**config.mk**
```make
export PLATFORM = sky130hd
export DESIGN_NAME = dual_id_i2c_slave
export DESIGN_NICKNAME = d
export VERILOG_FILES = /design/src/rtl/dual_id_i2c_slave.sv
export SDC_FILE = /design/constraint.sdc
export NUM_CORES = 1
export LEC_CHECK = 0
export CORE_AREA = 2 2 99 140
export DETAILED_ROUTE_END_ITERATION = 10
export DIE_AREA = 0 0 101 142
export DONT_BUFFER_PORTS = 1
export MAX_ROUTING_LAYER = met4
export PLACE_DENSITY = 0.42
export SYNTH_ARGS = -nofsm -noshare
export SYNTH_HDL_FRONTEND = slang
export SYNTH_SLANG_ARGS = --single-unit
```
**constraint.sdc**
```tcl
create_clock -name clk -period 2.1 [get_ports clk]
set_input_delay 0.105 -clock clk [delete_from_list [all_inputs] [get_ports clk]]
set_output_delay 0.105 -clock clk [all_outputs]
set_load 0.01 [all_outputs]
```
**src/rtl/dual_id_i2c_slave.sv**
```systemverilog
module dual_id_i2c_slave #(
  parameter int FILT_LEN = 5
) (
  input  logic       clk,
  input  logic       rst_n,
  input  logic       scl_i,
  input  logic       sda_i,
  output logic       sda_pd_o,
  input  logic [5:0] strap_i,
  input  logic       mem_busy_i,
  input  logic [7:0] rd_data_i,
  output logic       ev_valid_o,
  output logic [1:0] ev_kind_o,
  output logic       ev_tgt_o,
  output logic [7:0] ev_data_o
);

  localparam logic [1:0] EV_ADDR = 2'd0;
  localparam logic [1:0] EV_WR   = 2'd1;
  localparam logic [1:0] EV_RD   = 2'd2;
  localparam logic [1:0] EV_STOP = 2'd3;

  typedef enum logic [2:0] {S_IDLE, S_ADDR, S_AACK, S_WRX, S_WACK, S_TX, S_RACK} st_t;

  function automatic logic maj(input logic [FILT_LEN-1:0] w);
    int n;
    n = 0;
    for (int i = 0; i < FILT_LEN; i++) if (w[i]) n++;
    return n > FILT_LEN / 2;
  endfunction

  logic [1:0]          scl_sy, sda_sy;
  logic [FILT_LEN-1:0] scl_w, sda_w;
  logic                scl_f, sda_f, scl_d, sda_d;

  always_ff @(posedge clk or negedge rst_n) begin
    if (!rst_n) begin
      scl_sy <= '1; sda_sy <= '1;
      scl_w  <= '1; sda_w  <= '1;
      scl_f  <= 1'b1; sda_f <= 1'b1;
      scl_d  <= 1'b1; sda_d <= 1'b1;
    end else begin
      scl_sy <= {scl_sy[0], scl_i};
      sda_sy <= {sda_sy[0], sda_i};
      scl_w  <= {scl_w[FILT_LEN-2:0], scl_sy[1]};
      sda_w  <= {sda_w[FILT_LEN-2:0], sda_sy[1]};
      scl_f  <= maj(scl_w);
      sda_f  <= maj(sda_w);
      scl_d  <= scl_f;
      sda_d  <= sda_f;
    end
  end

  wire scl_rise = scl_f & ~scl_d;
  wire scl_fall = ~scl_f & scl_d;
  wire start_c  = scl_f & scl_d & sda_d & ~sda_f;
  wire stop_c   = scl_f & scl_d & ~sda_d & sda_f;

  st_t        st;
  logic [3:0] cnt;
  logic [7:0] sh, tx;
  logic       sel, tgt, mack;

  wire addr_ok = (sh[6:1] == strap_i) && !(sh[7] && mem_busy_i);

  always_ff @(posedge clk or negedge rst_n) begin
    if (!rst_n) begin
      st <= S_IDLE; cnt <= '0; sh <= '0; tx <= '0;
      sel <= 1'b0; tgt <= 1'b0; mack <= 1'b0;
      sda_pd_o <= 1'b0;
      ev_valid_o <= 1'b0; ev_kind_o <= EV_ADDR; ev_tgt_o <= 1'b0; ev_data_o <= '0;
    end else begin
      ev_valid_o <= 1'b0;
      if (start_c) begin
        st <= S_ADDR; cnt <= '0; sel <= 1'b0; sda_pd_o <= 1'b0;
      end else if (stop_c) begin
        if (sel) begin
          ev_valid_o <= 1'b1; ev_kind_o <= EV_STOP; ev_tgt_o <= tgt; ev_data_o <= '0;
        end
        st <= S_IDLE; sel <= 1'b0; sda_pd_o <= 1'b0;
      end else if (scl_rise) begin
        case (st)
          S_ADDR, S_WRX: begin sh <= {sh[6:0], sda_f}; cnt <= cnt + 4'd1; end
          S_TX:          cnt <= cnt + 4'd1;
          S_RACK:        mack <= ~sda_f;
          default: ;
        endcase
      end else if (scl_fall) begin
        case (st)
          S_ADDR: if (cnt == 4'd8) begin
            if (addr_ok) begin
              st <= S_AACK; sel <= 1'b1; tgt <= sh[7]; sda_pd_o <= 1'b1;
              ev_valid_o <= 1'b1; ev_kind_o <= EV_ADDR; ev_tgt_o <= sh[7]; ev_data_o <= sh;
            end else begin
              st <= S_IDLE;
            end
          end
          S_AACK: begin
            cnt <= '0;
            if (sh[0]) begin
              st <= S_TX; tx <= rd_data_i; sda_pd_o <= ~rd_data_i[7];
              ev_valid_o <= 1'b1; ev_kind_o <= EV_RD; ev_tgt_o <= tgt; ev_data_o <= rd_data_i;
            end else begin
              st <= S_WRX; sda_pd_o <= 1'b0;
            end
          end
          S_WRX: if (cnt == 4'd8) begin
            st <= S_WACK; sda_pd_o <= 1'b1;
            ev_valid_o <= 1'b1; ev_kind_o <= EV_WR; ev_tgt_o <= tgt; ev_data_o <= sh;
          end
          S_WACK: begin st <= S_WRX; cnt <= '0; sda_pd_o <= 1'b0; end
          S_TX: if (cnt == 4'd8) begin
            st <= S_RACK; sda_pd_o <= 1'b0;
          end else begin
            tx <= {tx[6:0], 1'b0}; sda_pd_o <= ~tx[6];
          end
          S_RACK: begin
            cnt <= '0;
            if (mack) begin
              st <= S_TX; tx <= rd_data_i; sda_pd_o <= ~rd_data_i[7];
              ev_valid_o <= 1'b1; ev_kind_o <= EV_RD; ev_tgt_o <= tgt; ev_data_o <= rd_data_i;
            end else begin
              st <= S_IDLE; sda_pd_o <= 1'b0;
            end
          end
          default: ;
        endcase
      end
    end
  end

endmodule

```
# ---- Word level (Yosys, flattened, before mapping)
# Cells that the tools add are included.
dict set report op_classes {
  addsub 9
  n_lt_le_gt_ge 2
  eq_ne 25
  muxes 86
  bitwise_logic 16
  reduce_logical 25
}
# cell count
set op_table {}
lappend op_table {{adder 32 x 2 -> 32 bit, second input constant} 7}
lappend op_table {{two-way mux 32 bit} 7}
lappend op_table {{two-way mux 8 bit} 9}
lappend op_table {{greater-than comparator 32 x 3 -> 1 bit, second input constant} 2}
lappend op_table {{two-way mux 1 bit} 36}
lappend op_table {{one-hot mux 8 bit (4 select lines)} 1}
lappend op_table {{two-way mux 3 bit} 9}
lappend op_table {{two-way mux 4 bit} 6}
lappend op_table {{two-way mux 2 bit} 11}
lappend op_table {{one-hot mux 7 bit (3 select lines)} 1}
lappend op_table {{nonzero test 3 bit} 7}
lappend op_table {{one-hot mux 3 bit (6 select lines)} 1}
lappend op_table {{inequality test 4 bit, second input constant} 4}
lappend op_table {{inequality test 3 bit, second input constant} 5}
lappend op_table {{AND reduction 4 bit} 3}
lappend op_table {{AND reduction 6 bit} 2}
lappend op_table {{AND reduction 10 bit} 1}
lappend op_table {{equality test 3 bit, second input constant} 3}
lappend op_table {{NOT 1 bit} 9}
lappend op_table {{inequality test 2 bit, second input constant} 4}
lappend op_table {{one-hot mux 1 bit (4 select lines)} 2}
lappend op_table {{one-hot mux 2 bit (4 select lines)} 1}
lappend op_table {{AND reduction 8 bit} 1}
lappend op_table {{nonzero test 8 bit} 1}
lappend op_table {{other kinds (20)} 30}
dict set report totals {
  regBits 56
  in_bits 19
  wordCells 183
}

# ---- Depth between registers and ports, before layout
dict set report logic_depth {
  depth_word 10
  mapped_depth 11
  depth_no_buf 11
}

# ---- Worst setup path before layout
# OpenSTA, ideal clock, no wires.
dict set report synth_path {
  kind {flip-flop to flip-flop}
  from {reg sda_w[0]}
  to {reg sda_f}
  setup_time_ps 73
  arrival_ps 2244
  slack_ps -217
  path_stages_with_launch 11
  n_path_buf 1
  synth_period_minus_slack_ps 2317
  cell_sequence {dfstp_2 > inv_1 > ha_1 > clkbuf_1 > xor2_1 > xnor2_1 > inv_1 > ha_1 > o21ai_0 > mux2_2 > a21oi_1}
}
dict set report synth_between {
  elab_chain_len 10
}
# item line
set synth_rtl {}
lappend synth_rtl {{from (decl)} 33} ;# logic [FILT_LEN-1:0] scl_w, sda_w;
lappend synth_rtl {{from (signal assigned)} 46} ;# sda_w <= {sda_w[FILT_LEN-2:0], sda_sy[1]};
lappend synth_rtl {{two-way mux 1 bit (*)} 28} ;# for (int i = 0; i < FILT_LEN; i++) if (w[i]) n++;
lappend synth_rtl {{adder 32 x 2 -> 32 bit} 28}
lappend synth_rtl {{two-way mux 32 bit (*)} 28}
lappend synth_rtl {{adder 32 x 2 -> 32 bit} 28}
lappend synth_rtl {{two-way mux 32 bit (*)} 28}
lappend synth_rtl {{adder 32 x 2 -> 32 bit} 28}
lappend synth_rtl {{two-way mux 32 bit (*)} 28}
lappend synth_rtl {{adder 32 x 2 -> 32 bit} 28}
lappend synth_rtl {{two-way mux 32 bit (*)} 28}
lappend synth_rtl {{greater-than comparator 32 x 3 -> 1 bit (*)} 29} ;# return n > FILT_LEN / 2;
lappend synth_rtl {{to (signal assigned)} 48} ;# sda_f <= maj(sda_w);
lappend synth_rtl {{to (decl)} 34} ;# logic scl_f, sda_f, scl_d, sda_d;
# Every way passes the cells marked *; elsewhere a longest branch is shown, timed or not.
# A chain may end at the register's enable or synchronous reset.

# ---- Worst setup path after layout
dict set report layout_path {
  from {reg sh[2]}
  to {reg ev_tgt_o}
}
dict set report layout_between {
  elab_chain_len 4
}
# item line
set layout_rtl {}
lappend layout_rtl {{from (decl)} 61} ;# logic [7:0] sh, tx;
lappend layout_rtl {{from (signal assigned)} 83} ;# S_ADDR, S_WRX: begin sh <= {sh[6:0], sda_f}; cnt <= cnt + 4'd1; end
lappend layout_rtl {{equality test 6 bit} 64} ;# wire addr_ok = (sh[6:1] == strap_i) && !(sh[7] && mem_busy_i);
lappend layout_rtl {{logical AND 1 bit} 64}
lappend layout_rtl {{inequality test 3 bit (no line)} --}
lappend layout_rtl {{AND reduction 10 bit (no line)} --}
lappend layout_rtl {{to (signal assigned)} 71} ;# ev_valid_o <= 1'b0; ev_kind_o <= EV_ADDR; ev_tgt_o <= 1'b0; ev_data_o <= '0;
lappend layout_rtl {{to (signal assigned)} 78} ;# ev_valid_o <= 1'b1; ev_kind_o <= EV_STOP; ev_tgt_o <= tgt; ev_data_o <= '0;
lappend layout_rtl {{to (signal assigned)} 93} ;# ev_valid_o <= 1'b1; ev_kind_o <= EV_ADDR; ev_tgt_o <= sh[7]; ev_data_o <= sh;
lappend layout_rtl {{to (decl)} 14} ;# output logic ev_tgt_o,
# Every way passes these cells.

==> results.json <==
{
  "outcome": "completed",
  "final_core_util": 0.309,
  "clk-insertion-delay-late_ns": 0.30,
  "drv_slew": 0,
  "clock_skew_ns": 0.00724,
  "routabilityCongestion": 0.753,
  "diodes": 0,
  "grt_pass1_wl_um": 12800,
  "cp-start-kind": "flop",
  "relSlewSlack": 0.740,
  "ant_nets": 0,
  "viasPerCell": 4.72,
  "num_vias": 2348,
  "cp_max_fo": 3,
  "fmax_mhz": 478,
  "async_reset_ff_frac": 1.00,
  "area_growth_pct": 26.2,
  "clk_pin_slew_ns": 0.07,
  "htree_levels": 2,
  "grt.overflow.total": 0,
  "hold-worst-slack_ns": 0.0161,
  "drc": 0,
  "synthAdderAreaFrac": 0.0622,
  "maxCapViolCount": 0,
  "report.final.hold_viol_count": 0,
  "rsz0062_at_grt": "yes",
  "synth_nets": 338,
  "crit_path_end_kind": "flop",
  "power_frac_comb": 0.270,
  "regArea_um2": 1420,
  "switchingPower_mw": 0.991,
  "drive_gt1_frac": 0.381,
  "dieWidth_um": 101,
  "grt_pass1_vias": 2497,
  "yosys.area_share.simple": 0.112,
  "setup_tns_ns": 0,
  "synth_area_leaders": "dfrtp_1 (30%), dfstp_2 (15%), mux2_2 (7.7%)",
  "ys_warn_count": 0,
  "syn_area_um2": 3220,
  "wl_met3_um": 308,
  "intPower_mw": 2.33,
  "power_density_nw_per_um2": 817,
  "synth.avg_cell_area_um2": 10.6,
  "synth_seq_cells": 56,
  "post_drt_wl_per_cell_um": 15.5,
  "seq_area_frac_synth": 0.442,
  "dr.pass1.iters": 4,
  "multi_input_area_um2": 1800,
  "critPathKind": "flop to flop",
  "hpwlAfterDp_um": 5750,
  "synth_ff_type": "dfrtp_1",
  "cts.path.max_buffers": 2,
  "clock-root-buffer": "clkbuf_16",
  "hp-class": "input port to flop",
  "grt_max_degree": 57,
  "synth_top_area_share": 0.295,
  "synth-edff-count": 0,
  "wl_um": 7690,
  "synthXorXnorAreaFrac": 0.0381,
  "period_minus_slack_ns": 2.09,
  "crit_required_ns": 2.28,
  "synth_compound_area_frac": 0.169,
  "cts_buffers": 5,
  "grt.total_usage": 0.118,
  "ys_types": 56,
  "p_seq_frac": 0.434,
  "irDropWorstVdd_mv": 0.413,
  "power_frac_clock": 0.297,
  "routed-wl-met2_um": 4260,
  "finalSetupViolCount": 0,
  "worstMarginPinSlew_ns": 0.384,
  "die_area_um2": 14300,
  "synth_top_cell_by_area": "dfrtp_1",
  "p_leak_nw": 1.75,
  "cts_tree": "built",
  "rows": 50,
  "antenna_found_initial": 0,
  "power_mw": 3.32,
  "highest_layer": "met4",
  "drt_iter0_markers": 91,
  "p_sw_frac": 0.299,
  "port_buffers": 0,
  "fillCellCount": 1384,
  "initial_core_util": 0.245,
  "synth_cells": 303,
  "fin_crit_sh": 0.997,
  "clock_sinks": 56,
  "m1WireLength_um": 2950,
  "coreArea_um2": 13100,
  "synth_top_family_by_area": "compound AO/OA/AOI/OAI gates",
  "finalNetCount": 375,
  "fp.dieH_um": 142,
  "arrival_ns": 2.27,
  "post_synth_mux_area_share": 0.122,
  "pin_count": 32
}
==> worst paths after layout <==
kind | slack, ns | cells after the start | end | from
max | 0.006 | 5 | ev_tgt_o | sh[2]
min | 0.02 | 2 | ev_data_o[4] | rd_data_i[4]
max reg2reg | 0.006 | 5 | ev_tgt_o | sh[2]
min reg2reg | 0.36 | 0 | sda_w[0] | sda_sy[1]
max in group asynchronous | 1.47 | 2 | scl_w[2] | rst_n
min in group asynchronous | 0.32 | 2 | tx[2] | rst_n
==> layer usage <==
layer  track usage  vias up
li1              -     1152
met1         0.121     1141
met2         0.219       43
met3        0.0236       12
met4        0.0441        0
met5             -        -
==> sequential cells by signal, summed over array words and instances, names as in the netlist <==
signal and flops:
ev_kind_o 2, scl_sy 2, ev_tgt_o 1, mack 1, scl_w 5, tgt 1
sda_w 5, sda_f 1, cnt 4, st 3, tx 7, sh 8
scl_f 1, ev_valid_o 1, sda_d 1, sda_sy 2, ev_data_o 8, scl_d 1
sda_pd_o 1, sel 1
==> kinds of logic (layout without fill, tap and decap cells) <==
kind of cell | count (synthesis) | after routing
compound gates | 74 | 74
xor+xnor | 14 | 14
fa+ha+maj | 16 | 16
buf+inv | 38 | 76
flops | 56 | 56
mux | 36 | 36
simple gates | 69 | 69
==> stage by stage <==
step	std cells	setup slack [ns]	area, µm²
2_1_floorplan	303	-0.0609	3250
3_3_place_gp	476	-0.0779	3580
3_5_place_dp	476	-0.0837	3580
4_1_cts	491	0.00927	3870
5_1_grt	497	-0.0523	4060
6_report	497	0.00613	4060
==> cell usage after synthesis, types with 3 or more instances <==
cell and instances:
xnor2_1 8, dfstp_2 18, nand3b_1 5, nand2_1 21
mux2_2 22, nor3_1 3, clkbuf_1 6, ha_1 16
dfrtp_1 38, o41ai_1 3, a21oi_1 12, nor2b_1 4
o31ai_1 3, mux2i_1 13, a31oi_1 4, o22ai_1 3
nand2b_1 7, nor2_1 12, or2_2 4, o2bb2ai_1 8
buf_6 3, inv_1 25, xor2_1 6, o21ai_0 16
==> critical path, cell delays in order (launching register included) <==
cell and delay (ns):
dfrtp_1 0.42, xor2_2 0.17, a2111oi_4 0.39, a41oi_2 0.19, a2111o_1 0.48, mux2_4 0.32
==> layout make-up <==
type | instances | share of cell area
Sequential cell | 56 | 0.351
Multi-Input combinational cell | 209 | 0.444
Tap cell | 156 | 0.0481
Inverter | 25 | 0.0237
Clock buffer | 6 | 0.0342
Timing Repair Buffer | 43 | 0.0896
Clock inverter | 2 | 0.00955
==> timing repair <==
action                                  4_1_cts  5_1_grt
setup buffers                                 2        5
cloned                                        0        1
endpoints found under the setup margin       13       29
gates resized for setup                       5       38
hold buffers                                  5        0
pin swaps                                     4       17
endpoints found under the hold margin        59        0
==> power groups by stage <==
stage / clock network (mW) / logic, mW / registers, mW
after global routing: 1.06 / 1.01 / 1.47
after CTS: 1.03 / 0.830 / 1.44
final: 0.984 / 0.894 / 1.44
after floorplan: 0 / 0.553 / 1.40
after detailed placement: 0 / 0.769 / 1.46
after global placement: 0 / 0.771 / 1.46
==> cell usage in the layout, fill, tap and decap left out, drive strengths merged, types with 13 or more instances in the layout <==
cell type  synthesis  final
buf                6     39
dfrtp             38     38
dfstp             18     18
ha                16     16
inv               25     25
mux2              23     23
mux2i             13     13
nand2             21     21
o21ai             16     16
Power figures use the tool's default switching activity.
